--- src/rtl/iqSerPkg.sv ---
package iqSerPkg;
  // Look-ahead strobes from control to datapath: each describes the next edge.
  typedef struct packed {
    logic active;     // serial outputs are live
    logic stepNext;   // next edge begins a new bit
    logic frameNext;  // next edge begins a new word
    logic isQNext;    // the word begun at next edge is quadrature
    logic loadPair;   // next edge accepts a sample pair
  } serCtl_t;
endpackage

--- src/rtl/iqSerControl.sv ---
module iqSerControl
  import iqSerPkg::*;
#(
  parameter int SAMPLE_W      = 15,
  parameter int CLK_DIV       = 4,
  parameter int CAL_ON_CYCLES = 10240,
  parameter int CAL_OFF_CYCLES = 6144
) (
  input  logic    clk,
  input  logic    rst,
  input  logic    rxEnable,
  input  logic    calEnable,
  output serCtl_t ctl,
  output logic    bitClkLvl,
  output logic    frameLvl
);
  localparam int WORD_W    = SAMPLE_W + 1;
  localparam int DIV_W     = $clog2(CLK_DIV);
  localparam int BIT_W     = $clog2(WORD_W);
  localparam int HIGH_CYC  = CLK_DIV / 2;
  localparam int MAX_START = (CAL_ON_CYCLES > CAL_OFF_CYCLES) ? CAL_ON_CYCLES : CAL_OFF_CYCLES;
  localparam int START_W   = $clog2(MAX_START + 1);
  localparam logic [START_W-1:0] ON_LAST  = START_W'(CAL_ON_CYCLES - 1);
  localparam logic [START_W-1:0] OFF_LAST = START_W'(CAL_OFF_CYCLES - 1);
  localparam logic [DIV_W-1:0]   DIV_LAST = DIV_W'(CLK_DIV - 1);
  localparam logic [BIT_W-1:0]   BIT_LAST = BIT_W'(WORD_W - 1);

  logic [START_W-1:0] startCnt;
  logic [DIV_W-1:0]   divCnt;
  logic [BIT_W-1:0]   bitCnt;
  logic               running;
  logic               isQ;
  logic               launch;
  logic               divWrap;
  logic               wordWrap;
  logic [START_W-1:0] startLast;

  assign startLast = calEnable ? ON_LAST : OFF_LAST;
  assign launch    = rxEnable && !running && (startCnt >= startLast);
  assign divWrap   = running && rxEnable && (divCnt == DIV_LAST);
  assign wordWrap  = divWrap && (bitCnt == BIT_LAST);

  always_comb begin
    ctl.active    = running;
    ctl.stepNext  = launch || divWrap;
    ctl.frameNext = launch || wordWrap;
    ctl.isQNext   = launch ? 1'b0 : !isQ;
    ctl.loadPair  = launch || (wordWrap && isQ);
  end

  always_ff @(posedge clk) begin
    if (rst || !rxEnable) begin
      startCnt <= '0;
      running  <= 1'b0;
      divCnt   <= '0;
      bitCnt   <= '0;
      isQ      <= 1'b0;
    end else if (!running) begin
      if (launch) begin
        running <= 1'b1;
        divCnt  <= '0;
        bitCnt  <= '0;
        isQ     <= 1'b0;
      end else begin
        startCnt <= startCnt + 1'b1;
      end
    end else begin
      divCnt <= divWrap ? '0 : divCnt + 1'b1;
      if (divWrap) bitCnt <= wordWrap ? '0 : bitCnt + 1'b1;
      if (wordWrap) isQ <= !isQ;
    end
  end

  assign bitClkLvl = running && (divCnt < DIV_W'(HIGH_CYC));
  assign frameLvl  = running && (bitCnt == '0);

  AST_CLK_PERIOD: assert property (@(posedge clk) disable iff (rst)
    ($rose(bitClkLvl) && $past(running, 4)) |-> ($past(bitClkLvl, 4) && !$past(bitClkLvl, 2)));
  AST_FRAME_ALIGN: assert property (@(posedge clk) disable iff (rst)
    $rose(frameLvl) |-> $rose(bitClkLvl));
  AST_READY_BEFORE_I: assert property (@(posedge clk) disable iff (rst)
    (ctl.loadPair && rxEnable) |=> (frameLvl && !isQ && $rose(bitClkLvl)));
  AST_RESET_QUIET: assert property (@(posedge clk)
    rst |=> (!bitClkLvl && !frameLvl && !running));
endmodule

--- src/rtl/iqSerDatapath.sv ---
module iqSerDatapath
  import iqSerPkg::*;
#(
  parameter int SAMPLE_W = 15
) (
  input  logic                clk,
  input  logic                rst,
  input  serCtl_t             ctl,
  input  logic                sampleValid,
  input  logic [SAMPLE_W-1:0] sampleI,
  input  logic [SAMPLE_W-1:0] sampleQ,
  output logic                serialData
);
  localparam int WORD_W = SAMPLE_W + 1;

  logic [SAMPLE_W-1:0] holdI;
  logic [SAMPLE_W-1:0] holdQ;
  logic [WORD_W-1:0]   shiftReg;
  logic                accept;
  logic [SAMPLE_W-1:0] nextI;

  assign accept = ctl.loadPair && sampleValid;
  assign nextI  = accept ? sampleI : holdI;

  always_ff @(posedge clk) begin
    if (rst) begin
      holdI    <= '0;
      holdQ    <= '0;
      shiftReg <= '0;
    end else begin
      if (accept) begin
        holdI <= sampleI;
        holdQ <= sampleQ;
      end
      if (ctl.frameNext)
        shiftReg <= ctl.isQNext ? {holdQ, 1'b1} : {nextI, 1'b0};
      else if (ctl.stepNext)
        shiftReg <= {shiftReg[WORD_W-2:0], 1'b0};
    end
  end

  assign serialData = ctl.active && shiftReg[WORD_W-1];

  AST_DATA_ON_EDGE: assert property (@(posedge clk) disable iff (rst)
    (ctl.active && $past(ctl.active) && !$past(ctl.stepNext)) |-> $stable(serialData));
endmodule

--- src/rtl/iqSerialTx.sv ---
module iqSerialTx
  import iqSerPkg::*;
#(
  parameter int SAMPLE_W       = 15,
  parameter int CLK_DIV        = 4,
  parameter int CAL_ON_CYCLES  = 10240,
  parameter int CAL_OFF_CYCLES = 6144
) (
  input  logic                clk,
  input  logic                rst,
  input  logic                rxEnable,
  input  logic                calEnable,
  input  logic                outEnable,
  input  logic                sampleValid,
  output logic                sampleReady,
  input  logic [SAMPLE_W-1:0] sampleI,
  input  logic [SAMPLE_W-1:0] sampleQ,
  output logic                bitClk,
  output logic                frameStrobe,
  output logic                serialData,
  output logic                padOe
);
  serCtl_t ctl;

  iqSerControl #(
    .SAMPLE_W(SAMPLE_W), .CLK_DIV(CLK_DIV),
    .CAL_ON_CYCLES(CAL_ON_CYCLES), .CAL_OFF_CYCLES(CAL_OFF_CYCLES)
  ) i_control (
    .clk(clk), .rst(rst), .rxEnable(rxEnable), .calEnable(calEnable),
    .ctl(ctl), .bitClkLvl(bitClk), .frameLvl(frameStrobe)
  );

  iqSerDatapath #(.SAMPLE_W(SAMPLE_W)) i_datapath (
    .clk(clk), .rst(rst), .ctl(ctl), .sampleValid(sampleValid),
    .sampleI(sampleI), .sampleQ(sampleQ), .serialData(serialData)
  );

  assign sampleReady = ctl.loadPair;

  always_ff @(posedge clk) begin
    if (rst) padOe <= 1'b0;
    else     padOe <= outEnable;
  end

  AST_PAD_FOLLOW: assert property (@(posedge clk) disable iff (rst)
    1'b1 |=> (padOe == $past(outEnable)));
endmodule

--- config.mk ---
export PLATFORM = sky130hd
export DESIGN_NAME = iqSerialTx
export DESIGN_NICKNAME = d
export VERILOG_FILES = /design/src/rtl/iqSerPkg.sv /design/src/rtl/iqSerControl.sv /design/src/rtl/iqSerDatapath.sv /design/src/rtl/iqSerialTx.sv
export SDC_FILE = /design/constraint.sdc
export NUM_CORES = 1
export LEC_CHECK = 0
export ABC_CLOCK_PERIOD_IN_PS = 3450
export BUFFER_PORTS_ARGS = -buffer_cell sky130_fd_sc_hd__buf_2
export CELL_PAD_IN_SITES_DETAIL_PLACEMENT = 1
export CELL_PAD_IN_SITES_GLOBAL_PLACEMENT = 2
export CORE_MARGIN = 5
export CORE_UTILIZATION = 37
export CTS_BUF_LIST = sky130_fd_sc_hd__clkbuf_4 sky130_fd_sc_hd__clkbuf_8
export DETAILED_ROUTE_END_ITERATION = 10
export PLACE_DENSITY_LB_ADDON = 0.05
export SETUP_SLACK_MARGIN = 0.15
export SLEW_MARGIN = 25
export SYNTH_ARGS = -nofsm -noshare
export SYNTH_HDL_FRONTEND = slang
export SYNTH_HIERARCHICAL = 1
export SYNTH_SLANG_ARGS = --single-unit
--- constraint.sdc ---
create_clock -name clk -period 3.45 [get_ports clk]
set_clock_uncertainty 0.2 [all_clocks]
set_input_delay 0.1725 -clock clk [delete_from_list [all_inputs] [get_ports clk]]
set_output_delay 0.1725 -clock clk [all_outputs]
set_load 0.02 [all_outputs]
After elaboration in Yosys (flattened, before gate mapping)
Index checks and enable logic that the tools add are counted. W data, S select, Z words.

Magnitude comparators: 2. Divide/modulo/power cells: 0. Muxes and demuxes: 18. $add $sub $neg: 3. Shifts and indexed selects: 0. Equality and inequality tests: 4. Reductions and logical operators: 23. Bitwise gates (word level): 2. Multipliers: 0.

Operators with widths (count): $mux W16 (3); $mux W4 (4); $mux W15 (1); $add A14 B1 Y14 const B (1); $ge A14 B14 Y1 (1); $mux W14 (1); $logic_and A1 B1 Y1 (10); $mux W1 (6); $mux W2 (3); $reduce_and A2 Y1 (3); $add A4 B1 Y4 const B (1); $eq A4 B4 Y1 const B (1); $logic_not A4 Y1 (1); $logic_or A1 B1 Y1 (4); $ne A2 B2 Y1 const B (2); $reduce_bool A2 Y1 (2); $logic_not A1 Y1 (3); $add A2 B1 Y2 const B (1); $eq A2 B2 Y1 const B (1); $lt A2 B2 Y1 const B (1); $not A1 Y1 (2).

Memories kept: 0. Word-level logic and storage cells: 61. Output and inout port bits: 5. Input bits: 36. Memory bits (read-only): 0. Bits in latches: 0. Register bits: 69. RAM bits: 0.

Depth between registers and ports, before layout
Word-level depth: 9. Mapped depth: 13. Gate-level depth less buffers: 10.

Modules after synthesis
Netlist, hierarchy kept.

Modules (own cells, without submodules): iqSerDatapath (cells an instance 225, seq. area each 920.9 µm², area an instance 2029.4 µm², instances 1); iqSerControl (cells an instance 151, seq. area each 440.4 µm², area an instance 1281.2 µm², instances 1); iqSerialTx (cells an instance 2, seq. area each 20.0 µm², area an instance 33.8 µm², instances 1).

Worst setup path before layout
OpenSTA, ideal clock, no wires.

Path kind: register -> register. Start point: register i_control.startCnt[13]. End point: register i_datapath.shiftReg[10]. Setup time: 0.130 ns. Data required time: 3.120 ns. Stages on the path, launching flop included: 11. Arrival: 2.484 ns. Period minus slack after synthesis: 2.815 ns. Setup slack: 0.635 ns. Path buffers: 1. Cells stage by stage: dfxtp_1 > ha_1 > nand3b_1 > or4_4 > a31oi_2 > nand2_1 > o21ai_0 > nand2_1 > buf_2 > mux2i_1 > o32ai_2.

Longest elaborated chain between the ends: 7. Elaborated cells between the ends (all ways): 11. Classes of those cells: 1 x order compare; 4 x mux; 6 x reduce/logical.

RTL lines: start: declaration (line iqSerControl.sv:28) `logic [START_W-1:0] startCnt;`; start signal: assignment (line iqSerControl.sv:65) `startCnt <= startCnt + 1'b1;`; $ge A14 B14 Y1 (line iqSerControl.sv:39) `assign launch = rxEnable && !running && (startCnt >= startLast);`; $logic_and A1 B1 Y1 (line iqSerControl.sv:39); $logic_or A1 B1 Y1 (line iqSerControl.sv:48) `ctl.loadPair = launch || (wordWrap && isQ);`; net sampleReady (line iqSerialTx.sv:15) `output logic sampleReady,`; $logic_and A1 B1 Y1 (line iqSerDatapath.sv:22) `assign accept = ctl.loadPair && sampleValid;`; $mux W15 (line iqSerDatapath.sv:23) `assign nextI = accept ? sampleI : holdI;`; $mux W16 (line iqSerDatapath.sv:36) `shiftReg <= ctl.isQNext ? {holdQ, 1'b1} : {nextI, 1'b0};`; $mux W16 (line iqSerDatapath.sv:35) `if (ctl.frameNext)`; end signal: assignment (line iqSerDatapath.sv:36); end signal: assignment (line iqSerDatapath.sv:38) `shiftReg <= {shiftReg[WORD_W-2:0], 1'b0};`; end: declaration (line iqSerDatapath.sv:18) `logic [WORD_W-1:0] shiftReg;`.

The timed path passes the listed nets, and every way through them passes these cells. A chain may end at the register's enable or synchronous reset.

Worst setup path in the final report
Start point: register i_control.startCnt[0]. End point: register i_datapath.shiftReg[7].

Longest elaborated chain between the ends: 7. Elaborated cells between the ends (all ways): 11. Classes of those cells: 1 x order compare; 4 x mux; 6 x reduce/logical.

RTL lines (line): $ge A14 B14 Y1 * (iqSerControl.sv:39); $logic_and A1 B1 Y1 * (iqSerControl.sv:39); $logic_or A1 B1 Y1 (iqSerControl.sv:48); $logic_and A1 B1 Y1 (iqSerDatapath.sv:22); $mux W15 (iqSerDatapath.sv:23); $mux W16 (iqSerDatapath.sv:36); $mux W16 (iqSerDatapath.sv:35).

Mark *: on every way between the ends. The rest lies on a longest branch, timed or not.

==> key figures <==
Critical path
  – Slowest CP cell: or4_4
  – CP Buf/Inv Count: 1
  – Critical path class: reg -> reg
  – CP top delay family: simple AND/OR/NAND/NOR gates
  – Startpoint types: register
  – CP arrival: 3.03 ns
  – CP max stage delay: 0.55 ns
  – CP Max Fanout: 30
  – CP Cell Sequence: ha_1, nand2_1, or4_4, a31oi_2, nand2_1, o21ai_0, nand2_1, buf_4, mux2i_1, o32ai_2
  – CP required: 3.44 ns
  – CP dominant cell by count: nand2_1
  – CP Depth: 10
  – R2R cell count: 10
  – CP Capture Type: register

Global route
  – Grt ovf: 0
  – Pin count of the biggest net entering global routing: 48
  – First-pass GRT wire length: 14,600 um
  – Antenna violations before repair: 0
  – Gr usage total: 16.2%
  – Vias in the first global route: 2,962

Timing
  – Final setup vio count: 0
  – Fin crit period: 3.03 ns
  – Fmax: 330 MHz
  – Final Hold Viols: 0
  – Tcrit/Tclk final: 87.9%
  – Unrepaired setup endpoints after global routing: false
  – Slew margin rel.: 45.7%
  – Slew @ Worst Pin: 0.813 ns
  – Final slew viol count: 0
  – Setup TNS: 0 ns

Synthesis
  – Post-Synthesis Cells: 378
  – Fraction of registers with async set/reset: 0%
  – Leading area contributor after synthesis: dfxtp_1
  – Seq/Total Area, Yosys: 41.3%
  – Distinct cells, synth: 52
  – FF+latch count, synth: 69
  – Most used flip-flop cell after synthesis: dfxtp_1
  – Mapped Nets: 420
  – Ys Warns: 6
  – Post-Synthesis Cell Area: 0.00334 mm2
  – Post-synth EDFFs: 0
  – Synth top area share: 41.3%
  – Synth top area cells: dfxtp_1 41%, nand2_1 7.1%, nor2_1 5.6%
  – Post-Syn Area per Cell: 8.85 um2

Floorplanning
  – Die W: 105 um
  – Core ar.: 0.00876 mm2
  – Site row count: 34
  – Die area: 0.0110 mm2
  – Initial Util: 38.2%
  – Top Ports: 41
  – Die height: 105 um

Detailed routing
  – DR iter-0 viols: 88
  – Routed wire length: 8590 um
  – Per-cell routed wire length: 15.4 um
  – Router iterations before antenna repair: 4
  – Vias: 2,873
  – DRC: 0
  – Post-route ant nets: 0
  – Vias per cell: 5.17

Clocking
  – Clk root buf: clkbuf_8
  – Max clock buf depth: 2
  – H-tree depth: 3
  – Quantity of gates resized following cts: 0
  – Postcts setup bufs: 0
  – CTS tree: built
  – Clk Latency, worst-skew pair: 0.35 ns
  – Num CTS Buffers: 9
  – # clock sinks: 69
  – Hold_buf cts: 32
  – Clock-pin slew on the worst setup and hold paths: 0.08 ns

Placement
  – GP Congestion: 0.819
  – Hpwl dp: 5820 um
  – PortBufs: 40

Cells and area
  – Layout filler cell count: 1,043
  – Commonest cells after routing, fill and taps aside: 69 x dfxtp_1, 63 x nand2_1, 50 x nor2_1
  – Final core utilization: 47.6%
  – Nets: 485
  – Layout cells sized above 1: 20.3%
  – Multi-input combinational cell area: 0.00179 mm2
  – Register Area: 0.00138 mm2
  – N_diodes: 0
  – P&R area growth vs syn: 24.7%
  – Commonest non-fill, non-tap cell in the layout: dfxtp_1

Status
  – Status: finished clean

Power and ir drop
  – Pwr dens: 408 mW/mm2
  – Leak: 1.79 nW
  – Maximum VDD drop: 0.200 mV

Hold path
  – Worst Hold Class: in -> reg
  – Hold depth: 4

Flow run
  – Max capacitance violation total: 0
[routing by layer]
layer / vias up / GRT usage [%] / wire length (um)
li1: 1451 / - / -
met1: 1380 / 20.3 / 4000
met2: 31 / 27.4 / 4220
met3: 11 / 3.64 / 223
met4: 0 / 5.39 / 137
met5: - / 0 / 0
[final cells by class]
type,instances,area share (%)
clock buffer,10,3.30
clock inverter,6,2.64
inverter,5,0.450
timing repair buffer,82,14.3
tap,108,3.24
multi-input combinational,276,43.0
sequential,69,33.1
[through the flow]
step                power (mW)  instances  cell area (um2)  hold WS [ns]  setup slack (ns)
floorplan                0.840        378             3340        0.0368             0.635
CTS                       1.73        556             4170         0.136             0.399
global placement         0.867        508             3600         0.189             0.560
detailed placement       0.868        508             3600         0.196             0.442
global route              1.78        556             4170         0.186             0.193
finish                    1.70        556             4170         0.142             0.417
[final timing paths]
| kind | slack [ns] | endpoint | from |
|---|---|---|---|
| max | 0.42 | i_datapath/shiftReg[7] | i_control/startCnt[0] |
| min | 0.14 | i_control/startCnt[1] | rst |
| max reg2reg | 0.42 | i_datapath/shiftReg[7] | i_control/startCnt[0] |
| min reg2reg | 0.26 | i_datapath/holdQ[0] | i_datapath/holdQ[0] |
[cells by family (layout without fill, tap and decap cells)]
logic type / after synthesis / after routing / share of synthesized area, %
muxes: 18 / 18 / 5.39
AOI/OAI and AO/OA: 66 / 66 / 15.8
xor gates and xnor gates: 8 / 8 / 2.10
DFF: 69 / 69 / 41.3
and+or+nand+nor: 178 / 178 / 28.1
adders and majority gates: 6 / 6 / 2.24
buffers and inverters: 33 / 103 / 5.13
[state kept, by name, summed over array words and instances (netlist names)]
signal               cells
i_control/bitCnt         4
i_control/running        1
i_control/isQ            1
i_control/startCnt      14
i_datapath/holdI        15
i_control/divCnt         2
i_datapath/holdQ        15
padOe                    1
i_datapath/shiftReg     16
[synthesized netlist by cell type (2+ instances only)]
library cell	count
a21o_1	15
a21oi_1	23
a31oi_1	2
and2_1	2
and3_1	2
and4_2	2
buf_1	4
buf_2	10
buf_6	2
clkbuf_1	10
dfxtp_1	69
ha_1	6
inv_1	5
mux2i_1	18
nand2_1	63
nand2b_1	5
nand3_1	9
nand3b_1	3
nand4_1	4
nor2_1	50
nor2b_1	2
nor3_1	2
nor3b_1	16
nor4_1	2
nor4_2	2
o21ai_0	5
o32ai_1	5
o32ai_2	10
xnor2_1	5
xor2_1	3
[worst register-to-register path: cells and delay by family (launching register included)]
kind	cells	cell delay, ns
AND/OR/NAND/NOR	4	0.91
buffers and inverters	1	0.27
AO/OA/AOI/OAI	3	0.50
flip-flops	1	0.38
adder cells (fa/ha/maj)	1	0.29
multiplexers	1	0.34
[report_power, final]
group	total (mW)	internal [mW]	switching, mW
clock network	0.823	0.499	0.324
logic	0.0782	0.0438	0.0344
registers	0.799	0.797	0.00112
Note: power is estimated with default switching activity, not from simulation.
